File: src/rtl/dump_pkg.sv
package dump_pkg;

   typedef enum logic [2:0] {
      ST_IDLE  = 3'd0,
      ST_SNAP  = 3'd1,
      ST_ADDR  = 3'd2,
      ST_LATCH = 3'd3,
      ST_SEND  = 3'd4
   } dump_state_e;

   // nibble to scan set 1 make code of the matching key
   function automatic logic [7:0] hex_to_scan(input logic [3:0] nib);
      logic [7:0] code;
      if (nib == 4'h0)       code = 8'h0B;
      else if (nib <= 4'h9)  code = {4'h0, nib} + 8'h01;
      else begin
         case (nib)
            4'hA:    code = 8'h1E;
            4'hB:    code = 8'h30;
            4'hC:    code = 8'h2E;
            4'hD:    code = 8'h20;
            4'hE:    code = 8'h12;
            default: code = 8'h21;
         endcase
      end
      return code;
   endfunction

endpackage

File: src/rtl/dump_snapshot.sv
module dump_snapshot #(
   parameter int ADDR_W    = 6,
   parameter int SNAP_ADDR = 'h30
) (
   input  logic [1:0]        idx,
   input  logic [7:0]        p1_in,
   input  logic [7:0]        p2_in,
   input  logic              t0_in,
   input  logic              t1_in,
   input  logic [7:0]        psw_in,
   output logic [ADDR_W-1:0] snap_addr,
   output logic [7:0]        snap_data
);
   localparam logic [ADDR_W-1:0] SNAP_BASE = ADDR_W'(SNAP_ADDR);

   always_comb begin
      snap_addr = SNAP_BASE + ADDR_W'(idx);
      case (idx)
         2'd0:    snap_data = p1_in;
         2'd1:    snap_data = p2_in;
         2'd2:    snap_data = {6'b0, t1_in, t0_in};
         default: snap_data = psw_in;
      endcase
   end
endmodule

File: src/rtl/dump_encoder.sv
module dump_encoder
   import dump_pkg::*;
#(
   parameter logic [7:0] SPACE_CODE = 8'h39
) (
   input  logic [7:0] data,
   input  logic [1:0] phase,
   output logic [7:0] code
);
   logic [7:0] nib_code [2];

   for (genvar g = 0; g < 2; g++) begin : g_nib
      assign nib_code[g] = hex_to_scan(data[g*4 +: 4]);
   end

   always_comb begin
      case (phase)
         2'd0:    code = nib_code[1];
         2'd1:    code = nib_code[0];
         default: code = SPACE_CODE;
      endcase
   end
endmodule

File: src/rtl/dump_sequencer.sv
module dump_sequencer
   import dump_pkg::*;
#(
   parameter int ADDR_W    = 6,
   parameter int BASE_ADDR = 'h20,
   parameter int LAST_ADDR = 'h33
) (
   input  logic              clk,
   input  logic              rst_n,
   input  logic              start,
   input  logic              cmd_wr,
   input  logic              host_rd,
   input  logic [7:0]        ram_rdata,
   output dump_state_e       state,
   output logic [1:0]        snap_idx,
   output logic [ADDR_W-1:0] addr_q,
   output logic [1:0]        phase,
   output logic [7:0]        data_q,
   output logic              done,
   output logic              aborted
);
   localparam logic [ADDR_W-1:0] FIRST = ADDR_W'(BASE_ADDR);
   localparam logic [ADDR_W-1:0] LAST  = ADDR_W'(LAST_ADDR);
   localparam logic [1:0]        SPACE_PH = 2'd2;

   always_ff @(posedge clk or negedge rst_n) begin
      if (!rst_n) begin
         state    <= ST_IDLE;
         snap_idx <= '0;
         addr_q   <= FIRST;
         phase    <= '0;
         data_q   <= '0;
         done     <= 1'b0;
         aborted  <= 1'b0;
      end else begin
         done    <= 1'b0;
         aborted <= 1'b0;
         if (cmd_wr && state != ST_IDLE) begin
            state   <= ST_IDLE;
            aborted <= 1'b1;
         end else begin
            case (state)
               ST_IDLE: if (start) begin
                  state    <= ST_SNAP;
                  snap_idx <= '0;
                  addr_q   <= FIRST;
               end
               ST_SNAP: begin
                  snap_idx <= snap_idx + 2'd1;
                  if (snap_idx == 2'd3) state <= ST_ADDR;
               end
               ST_ADDR:  state <= ST_LATCH;
               ST_LATCH: begin
                  data_q <= ram_rdata;
                  phase  <= '0;
                  state  <= ST_SEND;
               end
               ST_SEND: if (host_rd) begin
                  if (phase == SPACE_PH) begin
                     if (addr_q == LAST) begin
                        state <= ST_IDLE;
                        done  <= 1'b1;
                     end else begin
                        addr_q <= addr_q + 1'b1;
                        state  <= ST_ADDR;
                     end
                  end else begin
                     phase <= phase + 2'd1;
                  end
               end
               default: state <= ST_IDLE;
            endcase
         end
      end
   end
endmodule

File: src/rtl/diag_dump_serializer.sv
module diag_dump_serializer
   import dump_pkg::*;
#(
   parameter int         ADDR_W     = 6,
   parameter int         BASE_ADDR  = 'h20,
   parameter int         SNAP_ADDR  = 'h30,
   parameter logic [7:0] SPACE_CODE = 8'h39
) (
   input  logic              clk,
   input  logic              rst_n,
   input  logic              start,
   input  logic              cmd_wr,
   input  logic              host_rd,
   input  logic [7:0]        p1_in,
   input  logic [7:0]        p2_in,
   input  logic              t0_in,
   input  logic              t1_in,
   input  logic [7:0]        psw_in,
   output logic              ram_we,
   output logic [ADDR_W-1:0] ram_addr,
   output logic [7:0]        ram_wdata,
   input  logic [7:0]        ram_rdata,
   output logic              out_valid,
   output logic [7:0]        out_byte,
   output logic              busy,
   output logic              kbd_inhibit,
   output logic              done,
   output logic              aborted
);
   localparam int LAST_ADDR = SNAP_ADDR + 3;

   if (LAST_ADDR >= (1 << ADDR_W)) begin : g_bad_width
      $error("snapshot window does not fit in ADDR_W");
   end
   if (BASE_ADDR > SNAP_ADDR) begin : g_bad_order
      $error("dump base must not lie above the snapshot area");
   end

   dump_state_e       state;
   logic [1:0]        snap_idx;
   logic [ADDR_W-1:0] addr_q;
   logic [ADDR_W-1:0] snap_addr;
   logic [1:0]        phase;
   logic [7:0]        data_q;
   logic [7:0]        snap_data;

   dump_sequencer #(
      .ADDR_W(ADDR_W), .BASE_ADDR(BASE_ADDR), .LAST_ADDR(LAST_ADDR)
   ) u_seq (
      .clk(clk), .rst_n(rst_n), .start(start), .cmd_wr(cmd_wr),
      .host_rd(host_rd), .ram_rdata(ram_rdata), .state(state),
      .snap_idx(snap_idx), .addr_q(addr_q), .phase(phase),
      .data_q(data_q), .done(done), .aborted(aborted)
   );

   dump_snapshot #(.ADDR_W(ADDR_W), .SNAP_ADDR(SNAP_ADDR)) u_snap (
      .idx(snap_idx), .p1_in(p1_in), .p2_in(p2_in), .t0_in(t0_in),
      .t1_in(t1_in), .psw_in(psw_in), .snap_addr(snap_addr),
      .snap_data(snap_data)
   );

   dump_encoder #(.SPACE_CODE(SPACE_CODE)) u_enc (
      .data(data_q), .phase(phase), .code(out_byte)
   );

   assign busy        = (state != ST_IDLE);
   assign kbd_inhibit = busy;
   assign out_valid   = (state == ST_SEND);
   assign ram_we      = (state == ST_SNAP);
   assign ram_addr    = ram_we ? snap_addr : addr_q;
   assign ram_wdata   = snap_data;
endmodule

File: config.mk
export PLATFORM = sky130hd
export DESIGN_NAME = diag_dump_serializer
export DESIGN_NICKNAME = d
export VERILOG_FILES = /design/src/rtl/dump_pkg.sv /design/src/rtl/dump_snapshot.sv /design/src/rtl/dump_encoder.sv /design/src/rtl/dump_sequencer.sv /design/src/rtl/diag_dump_serializer.sv
export SDC_FILE = /design/constraint.sdc
export NUM_CORES = 1
export LEC_CHECK = 0
export BUFFER_PORTS_ARGS = -buffer_cell sky130_fd_sc_hd__buf_2
export CELL_PAD_IN_SITES_DETAIL_PLACEMENT = 1
export CELL_PAD_IN_SITES_GLOBAL_PLACEMENT = 1
export CORE_AREA = 2 2 81 83
export CTS_CLUSTER_SIZE = 12
export DETAILED_ROUTE_END_ITERATION = 12
export DIE_AREA = 0 0 83 85
export GPL_TIMING_DRIVEN = 0
export PLACE_DENSITY_LB_ADDON = 0.1
export SYNTH_ARGS = -nofsm -noshare
export SYNTH_HDL_FRONTEND = slang
export SYNTH_HIERARCHICAL = 1
export SYNTH_SLANG_ARGS = --single-unit
File: constraint.sdc
create_clock -name clk -period 1.9 [get_ports clk]
set_clock_uncertainty 0.05 [all_clocks]
set_input_delay 0.38 -clock clk [delete_from_list [all_inputs] [get_ports clk]]
set_output_delay 0.38 -clock clk [all_outputs]
set_load 0.01 [all_outputs]
== Yosys cells after proc, flatten, opt, wreduce, memory -nomap -nowiden ==
Cells that the tools add are included.

* Logic and storage cells: 92
* Bits in writable memories: 0
* Latch bits: 0
* Memories: 0
* Output and inout bits: 28
* ROM bits: 0
* Register bits: 23

* Div/mod/pow operators: 0
* Order comparisons: 2
* Bitwise gates (word level): 1
* $add $sub $neg: 6
* Reductions and logical operators: 15
* Shift operators: 0
* Eq/ne operators: 29
* Mux-type cells: 32
* Multiply operators: 0

{| class="wikitable"
|+ Operators by type and width
! operator !! count
|-
| case mux 6 bit (5 select lines) || 2
|-
| == test 4 bit (second input constant) || 10
|-
| two-way mux 8 bit || 4
|-
| two-way mux 6 bit || 5
|-
| case mux 8 bit (3 select lines) || 1
|-
| case mux 8 bit (2 select lines) || 1
|-
| two-way mux 3 bit || 5
|-
| case mux 3 bit (5 select lines) || 1
|-
| case mux 6 bit (2 select lines) || 1
|-
| adder 4 x 1 -> 5 bit (second input constant) || 2
|-
| <= comparator 4 bit (second input constant) || 2
|-
| zero test 4 bit || 2
|-
| two-way mux 2 bit || 4
|-
| != test 2 bit (second input constant) || 4
|-
| case mux 2 bit (2 select lines) || 2
|-
| AND reduction 4 bit || 2
|-
| adder 5 x 3 -> 6 bit (first input constant) || 1
|-
| adder 6 x 1 -> 6 bit (second input constant) || 1
|-
| == test 2 bit (second input constant) || 3
|-
| == test 3 x 2 -> 1 bit (second input constant) || 2
|-
| == test 6 bit (second input constant) || 1
|-
| two-way mux 1 bit || 6
|-
| != test 3 x 1 -> 1 bit (second input constant) || 2
|-
| != test 3 x 2 -> 1 bit (second input constant) || 2
|-
| other kinds (14) || 19
|}

== Longest topological paths before layout ==
* Depth after elaboration: 6
* Gate-level depth with buffers: 7

== Cells and area by module ==
The synthesis kept the hierarchy.

{| class="wikitable"
|+ By module, submodules not included
! module !! area each (µm²) !! seq. area each (µm²) !! times used !! cells each
|-
| dump_sequencer || 1164.9 || 576.8 || 1 || 111
|-
| dump_encoder || 450.4 || 0.0 || 1 || 68
|-
| dump_snapshot || 239.0 || 0.0 || 1 || 26
|-
| diag_dump_serializer || 108.9 || 0.0 || 1 || 10
|}

== Worst setup path after synthesis ==
OpenSTA, ideal clock, no wires.

* Path type: flip-flop to flip-flop
* From: reg u_seq.state[1]
* To: reg u_seq.phase[1]
* Period minus slack after synthesis: 2.007 ns
* Data arrival time: 1.830 ns
* Slack: -0.107 ns
* Data required time: 1.722 ns
* Stages on the path, launching flop included: 6
* Path through: dfrtp_1 -> buf_6 -> or3b_4 -> or3b_4 -> a21oi_2 -> mux2_1

* Cells in the longest elaborated chain, start to end: 4

{| class="wikitable"
|+ RTL lines
! what !! line !! source
|-
| start: declaration || dump_sequencer.sv:14 || <nowiki>output dump_state_e state,</nowiki>
|-
| start signal: assignment || dump_sequencer.sv:28 || <nowiki>state <= ST_IDLE;</nowiki>
|-
| start signal: assignment || dump_sequencer.sv:39 || <nowiki>state <= ST_IDLE;</nowiki>
|-
| start signal: assignment || dump_sequencer.sv:44 || <nowiki>state <= ST_SNAP;</nowiki>
|-
| branches (longest 4 deep; another with AND reduction 4 bit) || -- ||
|-
| end signal: assignment || dump_sequencer.sv:68 || <nowiki>phase <= phase + 2'd1;</nowiki>
|-
| end: declaration || dump_sequencer.sv:17 || <nowiki>output logic [1:0] phase,</nowiki>
|}

Several ways; the timed one is not identified.
A chain may end at the register's enable or synchronous reset.

== Worst setup path in the final report ==
* From: reg u_seq.data_q[0]
* To: out out_byte[5]

* Cells in the longest elaborated chain, start to end: 5

{| class="wikitable"
|+ RTL lines
! what !! line !! source
|-
| start: declaration || dump_sequencer.sv:18 || <nowiki>output logic [7:0] data_q,</nowiki>
|-
| start signal: assignment || dump_sequencer.sv:54 || <nowiki>data_q <= ram_rdata;</nowiki>
|-
| == test 4 bit || dump_pkg.sv:17 || <nowiki>case (nib)</nowiki>
|-
| case mux 6 bit (5 select lines) || dump_pkg.sv:17 ||
|-
| two-way mux 8 bit || dump_pkg.sv:15 || <nowiki>else if (nib <= 4'h9) code = {4'h0, nib} + 8'h01;</nowiki>
|-
| two-way mux 8 bit (*) || dump_pkg.sv:14 || <nowiki>if (nib == 4'h0) code = 8'h0B;</nowiki>
|-
| case mux 8 bit (2 select lines) (*) || dump_encoder.sv:17 || <nowiki>case (phase)</nowiki>
|-
| end: declaration || diag_dump_serializer.sv:24 || <nowiki>output logic [7:0] out_byte,</nowiki>
|}

Every way passes the cells marked *; elsewhere a longest branch is shown, timed or not.

==> results.txt <==
----------------------------------------------------
[Outcome]
  Result of the run ... finished with violations
  Violated checks ... setup timing

[Critical path]
  Critical-path cell with the highest stage delay ... sky130_fd_sc_hd__dfrtp_1
  Top Family by Delay on Critical Path ... compound AO/OA/AOI/OAI gates
  Critical path class ... reg2out
  Reg-to-reg startpoint ... u_seq/state[1]
  Worst Setup Start Kind ... flop
  Critical path's largest stage delay ... 400 ps
  Number of gates on the worst path with buffers counted ... 8
  Critical path arrival ... 1770 ps
  Ordered cell list for the critical path ... inv_2 -> ha_4 -> buf_12 -> nor2_4 -> o21ai_2 -> a31oi_1 -> a211o_1 -> buf_2
  Required time of the critical path ... 1470 ps
  Launching element of the worst setup path ... u_seq/data_q[0]
  Buffers plus inverters on the worst setup path ... 3
  Element type at the critical path end ... primary output
  Peak fanout along the critical path ... 5
  Logic depth of the worst register-to-register path ... 5

[Timing]
  Max transition margin ... 63.4%
  Final cycle utilization of the critical path ... 116%
  # setup viols final ... 13
  Number of max-slew violations in the final report ... 0
  Worst Tran Pin Value ... 545 ps
  Setup slack of the critical path after layout ... -301 ps
  Minimum clock period ... about 2200 ps
  Unrepaired setup endpoints after global routing ... yes
  Fin. Hold Viols ... 0
  Upper clock frequency limit ... around 450 MHz

[Global route]
  Overall track demand over capacity in global routing ... a little under a fifth
  Number of antenna violations at the first check in global routing ... 0
  Wire length of the first global-routing pass ... about 11 mm
  Maximum number of pins on one net before global-route repair ... 24
  Via count of the first global-routing pass ... 2165
  Final global-route overflow total ... 0

[Logic synthesis]
  Post-synthesis cell area ... 1960 um2
  Synth area leaders ... sky130_fd_sc_hd__dfrtp_1 28%, sky130_fd_sc_hd__mux2_2 8.0%, sky130_fd_sc_hd__ha_1 7.0%
  Count of yosys warnings during synthesis ... 6
  Area share of the leading cell type in the synthesized netlist ... 28.0%
  Simple-gate portion of the synthesized area ... a little under a fifth
  Proportion of synthesized chip area in sequential cells ... roughly 29%
  Post-Synthesis Cells ... 215
  Main combinational cell family by area after synthesis ... compound AO/OA/AOI/OAI gates
  Synthesized-area fraction occupied by ao, oa, aoi and oai cells ... 22.5%
  Most common flop cell mapped by yosys ... sky130_fd_sc_hd__dfrtp_1
  Post-Synth Adder-Cell Area ... under 10%
  Xor/xnor share of the synthesized area ... 0.446%
  Unique cell type count in the Yosys netlist ... 61
  FF+latch count, synth ... 23
  Share of synthesized area spent on multiplexers ... between 10% and 20%
  Mean post-synth cell area ... between 9 and 10 um2
  Cell type with the largest total area after synthesis ... sky130_fd_sc_hd__dfrtp_1
  Number of enable flip-flop cells after synthesis ... 0
  Proportion of register bits with asynchronous set or reset after synthesis ... 100%

[Routing]
  Vias per Instance ... 5.15
  Total via count in the routed design ... 2031
  Number of antenna-violating nets in the routed design ... 0
  Avg WL per Cell ... 16.2 um
  DRC violation count after routing ... 0
  WL final ... about 6.4 mm
  First DRT Iteration DRCs ... between 50 and 60
  TritonRoute pass-1 iters ... 4

[Clock network]
  Root Driver ... sky130_fd_sc_hd__clkbuf_8
  Buffer levels on the longest clock path ... 2
  Number of levels in the clock H-tree ... 1
  Clock transition at the registers of the reported paths ... about 90 ps
  Number of clock sinks seen by CTS ... 23
  Clock tree from TritonCTS ... built
  Number of hold buffers added after cts ... 0
  Number of CTS-inserted buffers ... 3
  Latest clock arrival within the worst-skew pair ... between 200 and 300 ps

[Layout]
  Number of nets in the final layout ... 368
  Commonest non-fill, non-tap cell in the layout ... sky130_fd_sc_hd__buf_2
  Fin util ... 47.9%
  Reg area ... slightly below 600 um2
  P&R area growth vs syn ... 51.4%
  Number of fill cells in the layout ... 742
  Ratio of cells with drive above 1 in the final layout ... a little under three fifths
  Footprint of the multi-input gates ... around 1400 um2
  Diode insertion count for antenna repair ... 0
  Most used cells in the layout excluding fill and tap cells ... 58 x sky130_fd_sc_hd__buf_2, 36 x sky130_fd_sc_hd__buf_4, 18 x sky130_fd_sc_hd__dfrtp_1

[Floorplanning]
  Starting Density ... between 30% and 40%
  Die Area ... ~7100 um2
  I/O pin total ... 67
  Std-Cell Core Area ... 6200 um2
  Die boundary width ... 83 um
  FP Rows ... 29
  Overall die height ... 85 um

[Place]
  Post-Place Setup Slack ... -317 ps
  I/O Buffers ... 64
  Placer's final routability congestion estimate ... 0.808
  DP Wirelength ... 4.42 mm

[Power and ir drop]
  Proportion of total power due to net switching ... between 40% and 50%
  Leak Pwr ... 1.37 nW
  Part of the total power dissipated in the clock network ... 6.8%
  Cell Pwr Density ... 1480 nW/um2
  Peak supply drop ... 692 uV
  Comb pwr share ... about 73%
  Total power draw ... 4.41 mW
  Internal ... between 2 and 3 mW
  Sequential power share ... 19.8%
  Switching power of the nets ... around 1.9 mW

[Flow run]
  MaxCap Viol Count ... 0

[Worst hold path]
  Min-Delay Path Class ... in2async

----------------------------------------------------
-- metrics by stage --
| step | TNS, ps | hold slack, ps | std cells | cell area [um2] |
|---|---|---|---|---|
| after global routing | -3580 | 80.8 | 394 | 2970 |
| after CTS | -2170 | 58.3 | 388 | 2850 |
| after global placement | -3440 | 348 | 359 | 2390 |
| after floorplan | -90.5 | 34.4 | 218 | 1970 |
| final | -2020 | 40.7 | 394 | 2970 |
| after detailed placement | -3440 | 354 | 359 | 2390 |
-- cells in the mapped netlist, types with 4 or more instances --
cell type and count:
sky130_fd_sc_hd__buf_4 9, sky130_fd_sc_hd__inv_1 8, sky130_fd_sc_hd__mux2i_1 6, sky130_fd_sc_hd__o2bb2ai_1 6, sky130_fd_sc_hd__ha_1 11, sky130_fd_sc_hd__o21ai_0 8
sky130_fd_sc_hd__nand3_1 9, sky130_fd_sc_hd__nor2_1 13, sky130_fd_sc_hd__a31oi_1 6, sky130_fd_sc_hd__mux2_2 14, sky130_fd_sc_hd__a21oi_1 8, sky130_fd_sc_hd__o211ai_1 4
sky130_fd_sc_hd__or3_1 5, sky130_fd_sc_hd__dfrtp_1 22, sky130_fd_sc_hd__nand2_1 16
-- cell families after synthesis --
family | after synthesis
buffers and inverters | 27
adders and majority gates | 11
and+or+nand+nor | 66
other | 3
DFF | 23
muxes | 23
AOI/OAI and AO/OA | 61
xor gates and xnor gates | 1
-- flip-flops by register name (all words and copies together), names as in the netlist --
name / flops
u_seq/snap_idx: 2
u_seq/state: 3
u_seq/addr_q: 6
u_seq/aborted: 1
u_seq/phase: 2
u_seq/data_q: 8
u_seq/done: 1
-- routing by layer --
metal / global-route usage (%) / wire length [um] / vias up
met5: 0 / 0 / -
met4: 4.02 / 49 / 0
met3: 2.53 / 205 / 4
met2: 33.4 / 3310 / 43
met1: 23.8 / 2840 / 988
li1: - / - / 996
-- repair_timing --
action / 4_1_cts / 5_1_grt
pin swaps: 18 / 14
setup endpoints to repair: 34 / 37
resized for setup: 56 / 19
setup buffers: 25 / 8
-- power groups by stage --
stage                     Sequential, mW  Combinational (mW)  Clock, mW
after global placement             0.874                2.25          0
after CTS                          0.864                3.03      0.319
after floorplan                    0.815                1.64          0
after global routing               0.906                3.54      0.346
final                              0.875                3.23      0.302
after detailed placement           0.884                2.27          0
-- final timing paths --
| kind | endpoint | slack [ps] |
|---|---|---|
| min | u_seq/addr_q[4] | 40 |
| max | out_byte[5] | -300 |
| max reg2reg | u_seq/phase[1] | -90 |
| min reg2reg | u_seq/addr_q[5] | 500 |
| max in group asynchronous | u_seq/phase[0] | 1360 |
| min in group clk | u_seq/data_q[3] | 300 |
-- worst reg2reg max path, cell delays in order, from the launching register on --
cell and delay [ps]:
sky130_fd_sc_hd__dfrtp_2 450, sky130_fd_sc_hd__buf_6 130, sky130_fd_sc_hd__or3b_4 380, sky130_fd_sc_hd__or3b_4 400, sky130_fd_sc_hd__a21oi_4 150, sky130_fd_sc_hd__mux2_4 310
-- cell type report --
class / count / share of cell area [%]
multi-input cells: 168 / 48.0
repair buffers: 97 / 22.1
flip-flops and latches: 23 / 19.6
plain buffers: 15 / 4.21
well taps: 77 / 3.24
clock buffers: 4 / 1.52
inverters: 10 / 1.35
Power figures use the tool's default switching activity.
